<file path="src/rtl/wtc_pkg.sv">
`timescale 1ns/1ps
package wtc_pkg;
  typedef enum logic [1:0] {
    ST_IDLE  = 2'd0,
    ST_RDMEM = 2'd1,
    ST_WRMEM = 2'd2
  } wtc_state_e;
endpackage

</file>
<file path="src/rtl/wtc_presence.sv">
`timescale 1ns/1ps
module wtc_presence #(
  parameter int ADDR_W = 6
) (
  input  logic              clk,
  input  logic              rst_n,
  input  logic              set_en,
  input  logic [ADDR_W-1:0] set_addr,
  input  logic              clr_en,
  input  logic [ADDR_W-1:0] clr_addr,
  input  logic [ADDR_W-1:0] look_addr,
  output logic              look_hit
);
  localparam int DEPTH = 1 << ADDR_W;

  logic [DEPTH-1:0] bits_q, bits_d;

  always_comb begin
    bits_d = bits_q;
    if (clr_en) bits_d[clr_addr] = 1'b0;
    if (set_en) bits_d[set_addr] = 1'b1;
  end

  always_ff @(posedge clk or negedge rst_n) begin
    if (!rst_n) bits_q <= '0;
    else        bits_q <= bits_d;
  end

  assign look_hit = bits_q[look_addr];

  // a new line is only installed for an absent address, and an evicted one was present
  assert_set_absent_R6: assert property (@(posedge clk) disable iff (!rst_n)
    set_en |-> !bits_q[set_addr]);
  assert_clr_present_R6: assert property (@(posedge clk) disable iff (!rst_n)
    clr_en |-> bits_q[clr_addr]);
endmodule

</file>
<file path="src/rtl/wtc_repl.sv">
`timescale 1ns/1ps
module wtc_repl #(
  parameter int LINES = 4,
  localparam int IDX_W = (LINES > 1) ? $clog2(LINES) : 1
) (
  input  logic             clk,
  input  logic             rst_n,
  input  logic             alloc_en,
  output logic [IDX_W-1:0] victim_idx,
  output logic             full
);
  localparam int CNT_W = $clog2(LINES + 1);

  logic [IDX_W-1:0] ptr_q, ptr_d;
  logic [CNT_W-1:0] cnt_q, cnt_d;

  assign full       = (cnt_q == CNT_W'(LINES));
  assign victim_idx = ptr_q;

  always_comb begin
    ptr_d = ptr_q;
    cnt_d = cnt_q;
    if (alloc_en) begin
      ptr_d = (ptr_q == IDX_W'(LINES - 1)) ? '0 : ptr_q + 1'b1;
      if (!full) cnt_d = cnt_q + 1'b1;
    end
  end

  always_ff @(posedge clk or negedge rst_n) begin
    if (!rst_n) begin
      ptr_q <= '0;
      cnt_q <= '0;
    end else begin
      ptr_q <= ptr_d;
      cnt_q <= cnt_d;
    end
  end

  // occupancy never exceeds the line count, and a full cache stays full
  assert_occupancy_bound_R6: assert property (@(posedge clk) disable iff (!rst_n)
    cnt_q <= CNT_W'(LINES));
  assert_full_sticks_R6: assert property (@(posedge clk) disable iff (!rst_n)
    full |=> full);
endmodule

</file>
<file path="src/rtl/wtc_lines.sv">
`timescale 1ns/1ps
module wtc_lines #(
  parameter int LINES  = 4,
  parameter int ADDR_W = 6,
  parameter int DATA_W = 8,
  localparam int IDX_W = (LINES > 1) ? $clog2(LINES) : 1
) (
  input  logic              clk,
  input  logic              rst_n,
  input  logic              wr_en,
  input  logic [IDX_W-1:0]  wr_idx,
  input  logic [ADDR_W-1:0] wr_tag,
  input  logic [DATA_W-1:0] wr_data,
  input  logic [ADDR_W-1:0] look_addr,
  output logic              match_any,
  output logic [IDX_W-1:0]  match_idx,
  output logic [DATA_W-1:0] match_data,
  input  logic [IDX_W-1:0]  vic_idx,
  output logic [ADDR_W-1:0] vic_tag
);
  logic [ADDR_W-1:0] tag_q  [LINES];
  logic [ADDR_W-1:0] tag_d  [LINES];
  logic [DATA_W-1:0] data_q [LINES];
  logic [DATA_W-1:0] data_d [LINES];
  logic [LINES-1:0]  vld_q, vld_d;
  logic [LINES-1:0]  match_vec;

  for (genvar g = 0; g < LINES; g++) begin : g_cmp
    assign match_vec[g] = vld_q[g] && (tag_q[g] == look_addr);
  end

  always_comb begin
    match_idx  = '0;
    match_data = '0;
    for (int i = 0; i < LINES; i++) begin
      if (match_vec[i]) begin
        match_idx  = match_idx | IDX_W'(i);
        match_data = match_data | data_q[i];
      end
    end
  end

  assign match_any = |match_vec;
  assign vic_tag   = tag_q[vic_idx];

  always_comb begin
    for (int i = 0; i < LINES; i++) begin
      tag_d[i]  = tag_q[i];
      data_d[i] = data_q[i];
    end
    vld_d = vld_q;
    if (wr_en) begin
      tag_d[wr_idx]  = wr_tag;
      data_d[wr_idx] = wr_data;
      vld_d[wr_idx]  = 1'b1;
    end
  end

  always_ff @(posedge clk or negedge rst_n) begin
    if (!rst_n) begin
      vld_q <= '0;
      for (int i = 0; i < LINES; i++) begin
        tag_q[i]  <= '0;
        data_q[i] <= '0;
      end
    end else begin
      vld_q <= vld_d;
      for (int i = 0; i < LINES; i++) begin
        tag_q[i]  <= tag_d[i];
        data_q[i] <= data_d[i];
      end
    end
  end

  // an address is held by at most one line
  assert_single_owner_R5: assert property (@(posedge clk) disable iff (!rst_n)
    $onehot0(match_vec));
endmodule

</file>
<file path="src/rtl/wtc_ctrl.sv">
`timescale 1ns/1ps
module wtc_ctrl
  import wtc_pkg::*;
#(
  parameter int ADDR_W = 6,
  parameter int DATA_W = 8,
  parameter int LINES  = 4,
  parameter int RD_LAT = 3,
  parameter int WR_LAT = 2
) (
  input  logic              clk,
  input  logic              rst_n,
  input  logic              usr_rd,
  input  logic              usr_wr,
  input  logic [ADDR_W-1:0] usr_addr,
  input  logic [DATA_W-1:0] usr_wdata,
  output logic [DATA_W-1:0] usr_rdata,
  output logic              usr_rvalid,
  output logic              busy,
  output logic              rw_clash,
  output logic              mem_rd,
  output logic              mem_wr,
  output logic [ADDR_W-1:0] mem_addr,
  output logic [DATA_W-1:0] mem_wdata,
  input  logic [DATA_W-1:0] mem_rdata
);
  localparam int IDX_W = (LINES > 1) ? $clog2(LINES) : 1;
  localparam int MAXL  = (RD_LAT > WR_LAT) ? RD_LAT : WR_LAT;
  localparam int CNT_W = $clog2(MAXL + 1);
  localparam int BL_W  = $clog2(MAXL + 2);

  // reset: asserted asynchronously, released on the clock
  logic [1:0] rst_sync_q;
  logic       rst_i_n;
  always_ff @(posedge clk or negedge rst_n) begin
    if (!rst_n) rst_sync_q <= 2'b00;
    else        rst_sync_q <= {rst_sync_q[0], 1'b1};
  end
  assign rst_i_n = rst_sync_q[1];

  wtc_state_e        state_q, state_d;
  logic [CNT_W-1:0]  rd_cnt_q, rd_cnt_d, wr_cnt_q, wr_cnt_d;
  logic [ADDR_W-1:0] addr_q, addr_d;
  logic [DATA_W-1:0] wdata_q, wdata_d;
  logic [DATA_W-1:0] cache_q, cache_d, memq_q, memq_d;
  logic              from_mem_q, from_mem_d, mem_vld_q, mem_vld_d;
  logic              rvalid_q, rvalid_d;

  logic              idle, acc_rd, acc_wr, hit, miss, rd_done;
  logic              pres_hit, line_hit;
  logic [IDX_W-1:0]  line_idx, vic_idx, wr_idx;
  logic [DATA_W-1:0] line_data, wr_data;
  logic [ADDR_W-1:0] wr_tag, vic_tag;
  logic              line_wr, alloc, full;

  assign idle     = (state_q == ST_IDLE);
  assign rw_clash = usr_rd && usr_wr;
  assign acc_rd   = idle && usr_rd && !usr_wr;
  assign acc_wr   = idle && usr_wr && !usr_rd;
  assign hit      = pres_hit;
  assign miss     = !hit;
  assign rd_done  = (state_q == ST_RDMEM) && (rd_cnt_q == '0);

  // line store update: write at request time, read fill at end of fetch
  always_comb begin
    line_wr = 1'b0;
    alloc   = 1'b0;
    wr_idx  = vic_idx;
    wr_tag  = usr_addr;
    wr_data = usr_wdata;
    if (acc_wr) begin
      line_wr = 1'b1;
      alloc   = miss;
      wr_idx  = hit ? line_idx : vic_idx;
    end else if (rd_done) begin
      line_wr = 1'b1;
      alloc   = 1'b1;
      wr_tag  = addr_q;
      wr_data = mem_rdata;
    end
  end

  wtc_presence #(.ADDR_W(ADDR_W)) u_pres (
    .clk(clk), .rst_n(rst_i_n),
    .set_en(alloc), .set_addr(wr_tag),
    .clr_en(alloc && full), .clr_addr(vic_tag),
    .look_addr(usr_addr), .look_hit(pres_hit)
  );

  wtc_repl #(.LINES(LINES)) u_repl (
    .clk(clk), .rst_n(rst_i_n),
    .alloc_en(alloc), .victim_idx(vic_idx), .full(full)
  );

  wtc_lines #(.LINES(LINES), .ADDR_W(ADDR_W), .DATA_W(DATA_W)) u_lines (
    .clk(clk), .rst_n(rst_i_n),
    .wr_en(line_wr), .wr_idx(wr_idx), .wr_tag(wr_tag), .wr_data(wr_data),
    .look_addr(usr_addr), .match_any(line_hit), .match_idx(line_idx),
    .match_data(line_data), .vic_idx(vic_idx), .vic_tag(vic_tag)
  );

  always_comb begin
    state_d    = state_q;
    rd_cnt_d   = rd_cnt_q;
    wr_cnt_d   = wr_cnt_q;
    addr_d     = addr_q;
    wdata_d    = wdata_q;
    cache_d    = cache_q;
    memq_d     = memq_q;
    from_mem_d = from_mem_q;
    mem_vld_d  = mem_vld_q;
    rvalid_d   = 1'b0;
    unique case (state_q)
      ST_IDLE: begin
        if (acc_rd && hit) begin
          cache_d    = line_data;
          from_mem_d = 1'b0;
          rvalid_d   = 1'b1;
        end else if (acc_rd) begin
          state_d    = ST_RDMEM;
          rd_cnt_d   = CNT_W'(RD_LAT - 1);
          addr_d     = usr_addr;
          from_mem_d = 1'b1;
          mem_vld_d  = 1'b0;
        end else if (acc_wr) begin
          state_d  = ST_WRMEM;
          wr_cnt_d = CNT_W'(WR_LAT - 1);
          addr_d   = usr_addr;
          wdata_d  = usr_wdata;
        end
      end
      ST_RDMEM: begin
        if (rd_cnt_q == '0) begin
          state_d   = ST_IDLE;
          memq_d    = mem_rdata;
          mem_vld_d = 1'b1;
          rvalid_d  = 1'b1;
        end else begin
          rd_cnt_d = rd_cnt_q - 1'b1;
        end
      end
      ST_WRMEM: begin
        if (wr_cnt_q == '0) state_d = ST_IDLE;
        else                wr_cnt_d = wr_cnt_q - 1'b1;
      end
      default: state_d = ST_IDLE;
    endcase
  end

  always_ff @(posedge clk or negedge rst_i_n) begin
    if (!rst_i_n) begin
      state_q    <= ST_IDLE;
      rd_cnt_q   <= '0;
      wr_cnt_q   <= '0;
      addr_q     <= '0;
      wdata_q    <= '0;
      cache_q    <= '0;
      memq_q     <= '0;
      from_mem_q <= 1'b0;
      mem_vld_q  <= 1'b0;
      rvalid_q   <= 1'b0;
    end else begin
      state_q    <= state_d;
      rd_cnt_q   <= rd_cnt_d;
      wr_cnt_q   <= wr_cnt_d;
      addr_q     <= addr_d;
      wdata_q    <= wdata_d;
      cache_q    <= cache_d;
      memq_q     <= memq_d;
      from_mem_q <= from_mem_d;
      mem_vld_q  <= mem_vld_d;
      rvalid_q   <= rvalid_d;
    end
  end

  assign busy       = !idle;
  assign mem_rd     = (state_q == ST_RDMEM);
  assign mem_wr     = (state_q == ST_WRMEM);
  assign mem_addr   = addr_q;
  assign mem_wdata  = wdata_q;
  assign usr_rvalid = rvalid_q;
  assign usr_rdata  = (from_mem_q && mem_vld_q) ? memq_q : cache_q;

  // busy-window length, for the access-time checks
  logic [BL_W-1:0] blen_q;
  always_ff @(posedge clk or negedge rst_i_n) begin
    if (!rst_i_n)  blen_q <= '0;
    else if (busy) blen_q <= blen_q + 1'b1;
    else           blen_q <= '0;
  end

  // presence array and line tags agree on every lookup
  assert_presence_matches_lines_R2: assert property (@(posedge clk) disable iff (!rst_i_n)
    pres_hit == line_hit);
  // read fetch lasts exactly RD_LAT cycles
  assert_read_window_R3: assert property (@(posedge clk) disable iff (!rst_i_n)
    $fell(mem_rd) |-> (blen_q == BL_W'(RD_LAT)));
  // write-through lasts exactly WR_LAT cycles
  assert_write_window_R4: assert property (@(posedge clk) disable iff (!rst_i_n)
    $fell(mem_wr) |-> (blen_q == BL_W'(WR_LAT)));
  // a collided request starts nothing
  assert_clash_dropped_R8: assert property (@(posedge clk) disable iff (!rst_i_n)
    (rw_clash && !busy) |=> (!busy && !usr_rvalid));
  // the running access keeps its address
  assert_busy_addr_held_R9: assert property (@(posedge clk) disable iff (!rst_i_n)
    busy |=> (!busy || $stable(mem_addr)));
endmodule

</file>
<file path="config.mk">
export PLATFORM = sky130hd
export DESIGN_NAME = wtc_ctrl
export DESIGN_NICKNAME = d
export VERILOG_FILES = /design/src/rtl/wtc_pkg.sv /design/src/rtl/wtc_presence.sv /design/src/rtl/wtc_repl.sv /design/src/rtl/wtc_lines.sv /design/src/rtl/wtc_ctrl.sv
export SDC_FILE = /design/constraint.sdc
export NUM_CORES = 1
export LEC_CHECK = 0
export BUFFER_PORTS_ARGS = -buffer_cell sky130_fd_sc_hd__buf_4
export CAP_MARGIN = 20
export CORE_MARGIN = 4
export CORE_UTILIZATION = 43
export DETAILED_ROUTE_END_ITERATION = 8
export RECOVER_POWER = 25
export SETUP_SLACK_MARGIN = 0.4
export SLEW_MARGIN = 20
export SYNTH_ARGS = -nofsm -noshare
export SYNTH_HDL_FRONTEND = slang
export SYNTH_HIERARCHICAL = 1
export SYNTH_SLANG_ARGS = --single-unit
</file>
<file path="constraint.sdc">
create_clock -name clk -period 16.2 [get_ports clk]
set_clock_uncertainty 0.05 [all_clocks]
set_input_delay 1.62 -clock clk [delete_from_list [all_inputs] [get_ports clk]]
set_output_delay 1.62 -clock clk [all_outputs]
set_load 0.01 [all_outputs]
</file>
# == After elaboration in Yosys (flattened, before gate mapping) ==
# Cells that the tools add are included.
# totals
register_bits,170
input_bits,26
output_inout_bits,27
elab_cells,167
# op_classes
n_addsub,4
order_cmp,10
n_eq_ne,17
n_mux,63
n_bitwise,12
reduce_logical,38
# ops
operator,count
two-way mux 64 bit,2
bitwise AND 64 bit,1
two-way mux 8 bit,8
inverter 64 bit,1
OR 64 bit,1
two-way mux 6 bit,7
two-way mux 2 bit,17
bitwise mux 32 bit,1
bitwise mux 24 bit,1
== test 6 bit,4
OR 8 bit,3
"less-than comparator 6 x 7 -> 1 bit, second input constant",3
logical AND 1 bit,17
demux 8 bit (select 2 bit),1
AND reduction 4 bit,4
two-way mux 1 bit,15
binary-select mux 6 bit (select 2 bit),1
demux 1 bit (select 6 bit),2
demux 6 bit (select 2 bit),1
"greater-or-equal comparator 6 x 1 -> 1 bit, second input constant",2
"!= test 2 x 1 -> 1 bit, second input constant",4
"!= test 2 bit, second input constant",4
one-hot mux 2 bit (2 select lines),2
AND reduction 2 bit,4
23 further kinds,38

# == Logic depth before layout (Yosys ltp) ==
# Gate-level depths: netlist of run 1.
# logic_depth
ltp_word,13
mapped_depth,13
depth_no_buf,11

# == Cells and area by module ==
# The synthesis of run 1 kept the hierarchy.
# by_module_without_submodules
module,instances,cells_per_inst,area_each_um2,seq_area_each_um2
wtc_presence,1,295,3183.1,1601.5
wtc_lines,1,218,2951.6,1501.4
wtc_ctrl,1,235,2150.8,1026.0
wtc_repl,1,20,259.0,125.1

# == Worst setup path after synthesis of run 1 ==
# Ideal clock, no wire load.
# synth_timing
kind,input-to-reg
from,input port usr_addr[0]
to,register u_lines/data_q[24] (netlist name)
setup_time_ns,0.125
arrival_time_ns,4.249
t_required_ns,16.025
slack_ns,11.776
path_stages,12
n_path_buf,3
path_cell_list,buf_6 > buf_12 > mux4_1 > mux2i_1 > mux2i_1 > mux2i_1 > a21oi_1 > nand2_1 > mux2_1 > nor3b_4 > buf_4 > mux2_2
# synth_via
word_cells_on_any_way,20
classes_between,order compare: 2; eq/ne: 3; mux: 10; bitwise: 1; reduce/logical: 4
# synth_rtl
item,line,rtl
start: declaration,wtc_ctrl.sv:15,"input logic [ADDR_W-1:0] usr_addr,"
binary-select mux 1 bit (select 6 bit) (*),wtc_presence.sv:29,assign look_hit = bits_q[look_addr];
two-way mux 1 bit (implied by the code) (*),wtc_presence.sv:29,
via hit,wtc_ctrl.sv:49,"logic idle, acc_rd, acc_wr, hit, miss, rd_done;"
two-way mux 2 bit (*),wtc_ctrl.sv:74,wr_idx = hit ? line_idx : vic_idx;
two-way mux 2 bit (*),wtc_ctrl.sv:71,if (acc_wr) begin
via wr_idx[1],wtc_ctrl.sv:51,"logic [IDX_W-1:0] line_idx, vic_idx, wr_idx;"
inverter 2 -> 3 bit (implied by the code) (*),wtc_lines.sv:54,data_d[wr_idx] = wr_data;
greater-or-equal comparator 3 bit (implied by the code) or less-than comparator 3 x 1 -> 1 bit (tied branches),wtc_lines.sv:54,
logical AND 1 bit (implied by the code),wtc_lines.sv:54,
two-way mux 8 bit (implied by the code),wtc_lines.sv:54,
demux 8 bit (select 2 bit) (*),wtc_lines.sv:54,
bitwise mux 32 bit (*),wtc_lines.sv:54,
end signal: indexed assignment,wtc_lines.sv:70,data_q[i] <= data_d[i];
end: declaration,wtc_lines.sv:23,logic [DATA_W-1:0] data_q [LINES];
# Mark *: on every way through the listed nets, which the timed path passes. The rest lies on a longest branch. The select of a mux whose other input is x is not followed.
# A chain may end at the register's enable or synchronous reset.

# == Worst setup path in the final report of run 1 ==
# layout_timing
from,input port usr_addr[0]
to,register u_lines/data_q[23] (netlist name)
# Same word-level chain as after synthesis.

==> flow_metrics.tcl, run 1 <==
set metrics [dict create \
    dr.first_iter.drc_count 655 \
    path_cells "buf_4 -> mux4_1 -> o22ai_1 -> nor4_1 -> a211oi_1 -> a21oi_1 -> nand2_1 -> mux2_1 -> nand3b_1 -> mux2_2" \
    max_slew_margin -0.858 \
    grt_start_max_net_pins 77 \
    clock-sinks 170 \
    antenna_cells 0 \
    post_dp_cell_area_sq_mm 0.00907 \
    track_usage 0.215 \
    cts.clk_slew.worst_paths_ns 0.07 \
    first_global_vias 6528 \
    power_density_mw_per_mm2 186 \
    end_kind "flip-flop" \
    synth_cells 766 \
    setup_viol 0 \
    rsz0062_at_grt "false" \
    nets 836 \
    criticalPathCategory "in -> reg" \
    cts-htree-levels 4 \
    clock_latency_ns 0.44 \
    place_congestion 0.900 \
    ys_warn_count 6 \
    max_stage_delay_ns 0.69 \
    cp.required_ns 16.47 \
    avgSynthCellArea_sq_um 11.1 \
    cp_top_family "multiplexers" \
    avgViaCountPerCell 5.92 \
    drtPass1Iterations 5 \
    drive_gt1_frac 0.233 \
    initial_core_util 0.439 \
    hold_slack_ns 0.321 \
    fmax_mhz 205 \
    power.total_mw 1.79 \
    start_kind "input pin" \
    final_core_utilization 0.495 \
    cts.repair.resized 0 \
    violations "max-capacitance violations, max-slew violations" \
    wirelength_microns 23100 \
    num_vias 6416 \
    rows 51 \
    min_path_type "reg -> reg" \
    cts_root_buf "clkbuf_16" \
    route.detailed.drc 0 \
    cp.arrival_ns 5.15 \
    p_leak_nw 4.28 \
    cp_num_buf_inv 1 \
    ir_drop_v 0.0000931 \
    syn_nets 797 \
    place_hpwl_microns 15400 \
    cts_buffer_depth 2 \
    dieArea_sq_mm 0.0222 \
    cpMaxStageDelayCell "nand3b_1" \
    tightest_slew_ns 2.79 \
    final_cell_area_sq_mm 0.00963 \
    synth_area_sq_mm 0.00853 \
    coreArea_sq_mm 0.0195 \
    grt_pass1_wl_microns 36800 \
    status "finished, violations left" \
    cts_hold_buf 0 \
    antenna_left 0 \
    cts_buffers 17 \
    setup_tns_ns 0 \
    grt_antenna_before_repair 0 \
    period_needed_ns 4.88 \
    die_x_microns 149 \
    io_pins 53 \
    syn2layout_area_growth_pct 12.9 \
    report.final.slew_viol_count 96 \
    fp.dieH_microns 149 \
    hold_viol 0 \
    cts_setup_buffers 0 \
    max_cap_violations 2 \
    crit_fanout 22 \
    cts_tree "built" \
    wl_per_cell_microns 21.3 \
    portBuffers 52 \
    min_period_over_period 0.301 \
    grt_overflow 0 \
]
where the power goes:
part	switching, mW	total [mW]	internal, mW
registers	0.138	0.742	0.604
clock network	0.184	0.391	0.207
logic	0.355	0.654	0.299
total	0.677	1.79	1.11
path summary, 6_finish.rpt:
path / from / end / slack (ns) / depth (start not counted)
worst max-delay path: usr_addr[0] / u_lines/data_q[23]$_DFFE_PN0P_ / 11.32 / 10
worst min register to register: rst_sync_q[0]$_DFF_PN0_ / rst_sync_q[1]$_DFF_PN0_ / 0.32 / 0
worst max register to register: rst_sync_q[1]$_DFF_PN0_ / memq_q[2]$_DFFE_PN0P_ / 11.45 / 2
worst min-delay path: rst_sync_q[0]$_DFF_PN0_ / rst_sync_q[1]$_DFF_PN0_ / 0.32 / 0
max in group asynchronous: rst_sync_q[1]$_DFF_PN0_ / memq_q[2]$_DFFE_PN0P_ / 11.45 / 2
min in group asynchronous: rst_sync_q[1]$_DFF_PN0_ / state_q[1]$_DFFE_PN0P_ / 0.68 / 0
layout by cell type, fill, tap and decap left out, types with 3 or more instances in the layout:
master	instances
dfrtp_1	170
o21ai_0	123
nand2_1	105
mux2_2	67
buf_4	53
nand3_1	32
inv_1	17
clkbuf_16	17
xor2_1	17
nand2b_1	14
mux4_2	14
mux2_1	11
nor2_1	11
nand3b_1	10
o31ai_1	10
mux2i_1	10
nor2b_1	9
nor3_1	9
o22ai_1	8
xnor2_1	8
mux4_1	8
or2_2	7
a211oi_1	7
o2111ai_1	7
ha_1	5
inv_6	5
a21oi_1	4
inv_8	4
nor4b_4	3
and2_1	3
clkbuf_1	3
clkinvlp_4	3
nor3_2	3
and3_1	3
or3b_2	3
state kept, by name (all words and copies together), names as in the netlist, 3 cells and up:
| name | count |
|---|---|
| u_pres/bits_q | 64 |
| u_lines/data_q | 32 |
| u_lines/tag_q | 24 |
| cache_q | 8 |
| mem_wdata | 8 |
| memq_q | 8 |
| mem_addr | 6 |
| u_lines/vld_q | 4 |
| u_repl/cnt_q | 3 |
stage by stage:
step	setup WS, ns	std cells
2_1_floorplan	11.06	766
6_report	11.32	1083
3_5_place_dp	10.87	1051
4_1_cts	11.32	1083
3_3_place_gp	10.92	1051
5_1_grt	10.46	1083
layer usage:
layer  up-vias  global-route usage  share of wire
met1      3256               0.269           0.40
met4         0              0.0691          0.022
met3        44              0.0504          0.067
met5         -                   0              0
met2       278               0.369           0.51
li1       2838                   -              -
cell type report:
type / instances / area, sq um
Clock buffer: 19 / 443
Inverter: 18 / 67.6
Fill cell: 1753 / 9830
Tap cell: 265 / 332
Timing Repair Buffer: 55 / 405
Clock inverter: 13 / 120
Sequential cell: 170 / 4250
Multi-Input combinational cell: 543 / 4010
(Power assumes the default switching activity.)
==> inputs of run 2 (changes only) <==
--- a/config.mk
+++ b/config.mk
@@ -5,6 +5,7 @@
 export SDC_FILE = /design/constraint.sdc
 export NUM_CORES = 1
 export LEC_CHECK = 0
+export ABC_AREA = 1
 export BUFFER_PORTS_ARGS = -buffer_cell sky130_fd_sc_hd__buf_4
 export CAP_MARGIN = 20
 export CORE_MARGIN = 4
==> constraint.sdc (replaced) <==
create_clock -name clk -period 4.59 [get_ports clk]
set_clock_uncertainty 0.05 [all_clocks]
set_input_delay 0.459 -clock clk [delete_from_list [all_inputs] [get_ports clk]]
set_output_delay 0.459 -clock clk [all_outputs]
set_load 0.01 [all_outputs]
==> flow_metrics.tcl, run 2 <==
set metrics [dict create \
    syn2layout_area_growth_pct 13.1 \
    tightest_slew_ns 2.36 \
    dieArea_sq_mm 0.0226 \
    setup_viol 0 \
    start_kind "flip-flop" \
    coreArea_sq_mm 0.0197 \
    cp.arrival_ns 3.47 \
    regMostFlops "u_pres/bits_q" \
    top_regs "u_pres/bits_q: 64 flops, u_lines/data_q: 32 flops, u_lines/tag_q: 24 flops" \
    route.met3.wl_microns 1200 \
    startpoint "state_q[1]$_DFFE_PN0P_" \
    cts_buffer_depth 2 \
    n_fill_cell 1933 \
    max_cap_violations 1 \
    io_pins 53 \
    cp.required_ns 4.86 \
    ys_warn_count 6 \
    final_common_cell "nand2_1" \
    avgSynthCellArea_sq_um 7.73 \
    clock_latency_ns 0.43 \
    multiInputGateArea_sq_mm 0.00370 \
    min_period_over_period 0.697 \
    die_x_microns 150 \
    ff_latch_area_sq_mm 0.00426 \
    cts_setup_buffers 0 \
    wl_met1_microns 10500 \
    drive_gt1_frac 0.116 \
    wl_per_cell_microns 16.5 \
    grt_start_max_net_pins 169 \
    holdCritStartpoint "mem_rdata[3]" \
    antenna_cells 0 \
    grt_pass1_wl_microns 38300 \
    synth_area_sq_mm 0.00873 \
    max_slew_margin -0.572 \
    cp_top_family "simple AND/OR/NAND/NOR gates" \
    cts-htree-levels 4 \
    route.detailed.drc 0 \
    track_usage 0.220 \
    portBuffers 52 \
    cts.repair.resized 0 \
    grt_overflow 0 \
    end_kind "flip-flop" \
    post_dp_cell_area_sq_mm 0.00929 \
    power_density_mw_per_mm2 627 \
    place_hpwl_microns 16300 \
    drtPass1Iterations 5 \
    wirelength_microns 23900 \
    fp.dieH_microns 150 \
    crit_cells 7 \
    grt_antenna_before_repair 0 \
    final_cell_area_sq_mm 0.00987 \
    p_leak_nw 4.83 \
    cts.clk_slew.worst_paths_ns 0.07 \
    cpMaxStageDelayCell "nand3_1" \
    nets 1204 \
    cts_root_buf "clkbuf_16" \
    path_cells "nor2_1 -> nand2_1 -> o21ai_0 -> nand2_1 -> inv_1 -> nand3_1 -> o21ai_0" \
    clock-sinks 170 \
    antenna_left 0 \
    cp-endpoint "u_lines/tag_q[19]$_DFFE_PN0P_" \
    syn_nets 1161 \
    timing.rr.end "u_lines/tag_q[19]$_DFFE_PN0P_" \
    final_core_utilization 0.501 \
    num_vias 7478 \
    period_needed_ns 3.20 \
    first_global_vias 7116 \
    dr.first_iter.drc_count 594 \
    ir_drop_v 0.000299 \
    status "finished, violations left" \
    synth_cells 1130 \
    violations "max-capacitance violations, max-slew violations" \
    largest_register_ffs 64 \
    rsz0062_at_grt "false" \
    hold_viol 0 \
    cts_buffers 17 \
    avgViaCountPerCell 5.16 \
    rows 51 \
    initial_core_util 0.443 \
    max_stage_delay_ns 0.63 \
    reg2reg_depth 7 \
    setup_tns_ns 0 \
    criticalPathCategory "reg -> reg" \
    place_congestion 0.861 \
    final_cell_mix "nand2_1 (354), dfrtp_1 (169), o21ai_0 (163)" \
    crit_fanout 29 \
    maxUsedRoutingLayer "met4" \
    wl_met2_microns 11600 \
    min_path_type "in -> reg" \
    cts_tree "built" \
    cp_num_buf_inv 1 \
    hold_slack_ns 0.202 \
    r2r-start "state_q[1]$_DFFE_PN0P_" \
    reg2reg_setup_slack_ns 1.39 \
    fmax_mhz 313 \
    report.final.slew_viol_count 169 \
]
## run 2: per-stage QoR
| step | setup WS, ns | total power, mW | instances |
|---|---|---|---|
| CTS | 1.47 | 6.24 | 1450 |
| global route | 0.986 | 6.67 | 1450 |
| global placement | 1.15 | 4.67 | 1418 |
| detailed placement | 1.04 | 4.72 | 1418 |
| floorplan | 1.73 | 3.99 | 1130 |
| finish | 1.39 | 6.19 | 1450 |
## run 2: cell type report
cell class / count / share of cell area
flip-flops and latches: 170 / 0.431
repair buffers: 60 / 0.0451
inverters: 139 / 0.0534
clock buffers: 17 / 0.0431
well taps: 265 / 0.0336
multi-input cells: 785 / 0.375
clock inverters: 14 / 0.0184
## run 2: power breakdown
part,leakage [nW],switching (mW),internal (mW)
logic,2.36,1.47,0.734
clock network,0.284,0.644,0.866
registers,2.19,0.372,2.10
total,4.83,2.49,3.70
## run 2: routing by layer
layer	GRT usage	up-vias
met5	0	-
met4	0.0883	0
met3	0.0391	40
met2	0.366	203
met1	0.284	3495
li1	-	3740
## run 2: tightest hold or removal path: cells and delay by family
| kind | cells | cell delay, ns |
|---|---|---|
| AOI/OAI and AO/OA | 1 | 0.06 |
| buffers and inverters | 1 | 0.07 |
| and+or+nand+nor | 1 | 0.05 |
## run 2: how the worst min path moves through the flow
stage / endpoint / slack [ns] / cells past startpoint
final: memq_q[3]$_DFFE_PN0P_ / 0.20 / 3
after global routing: memq_q[4]$_DFFE_PN0P_ / 0.19 / 3
after CTS: memq_q[0]$_DFFE_PN0P_ / 0.18 / 3
after detailed placement: rst_sync_q[0]$_DFF_PN0_ / 0.19 / 1
after global placement: rst_sync_q[0]$_DFF_PN0_ / 0.19 / 1
after floorplan: rst_sync_q[0]$_DFF_PN0_ / 0.11 / 0
## run 2: what timing repair did
action,4_1_cts,5_1_grt
hold buffers,1,0
hold endpoints to repair,2,0
endpoints found under the setup margin,0,0
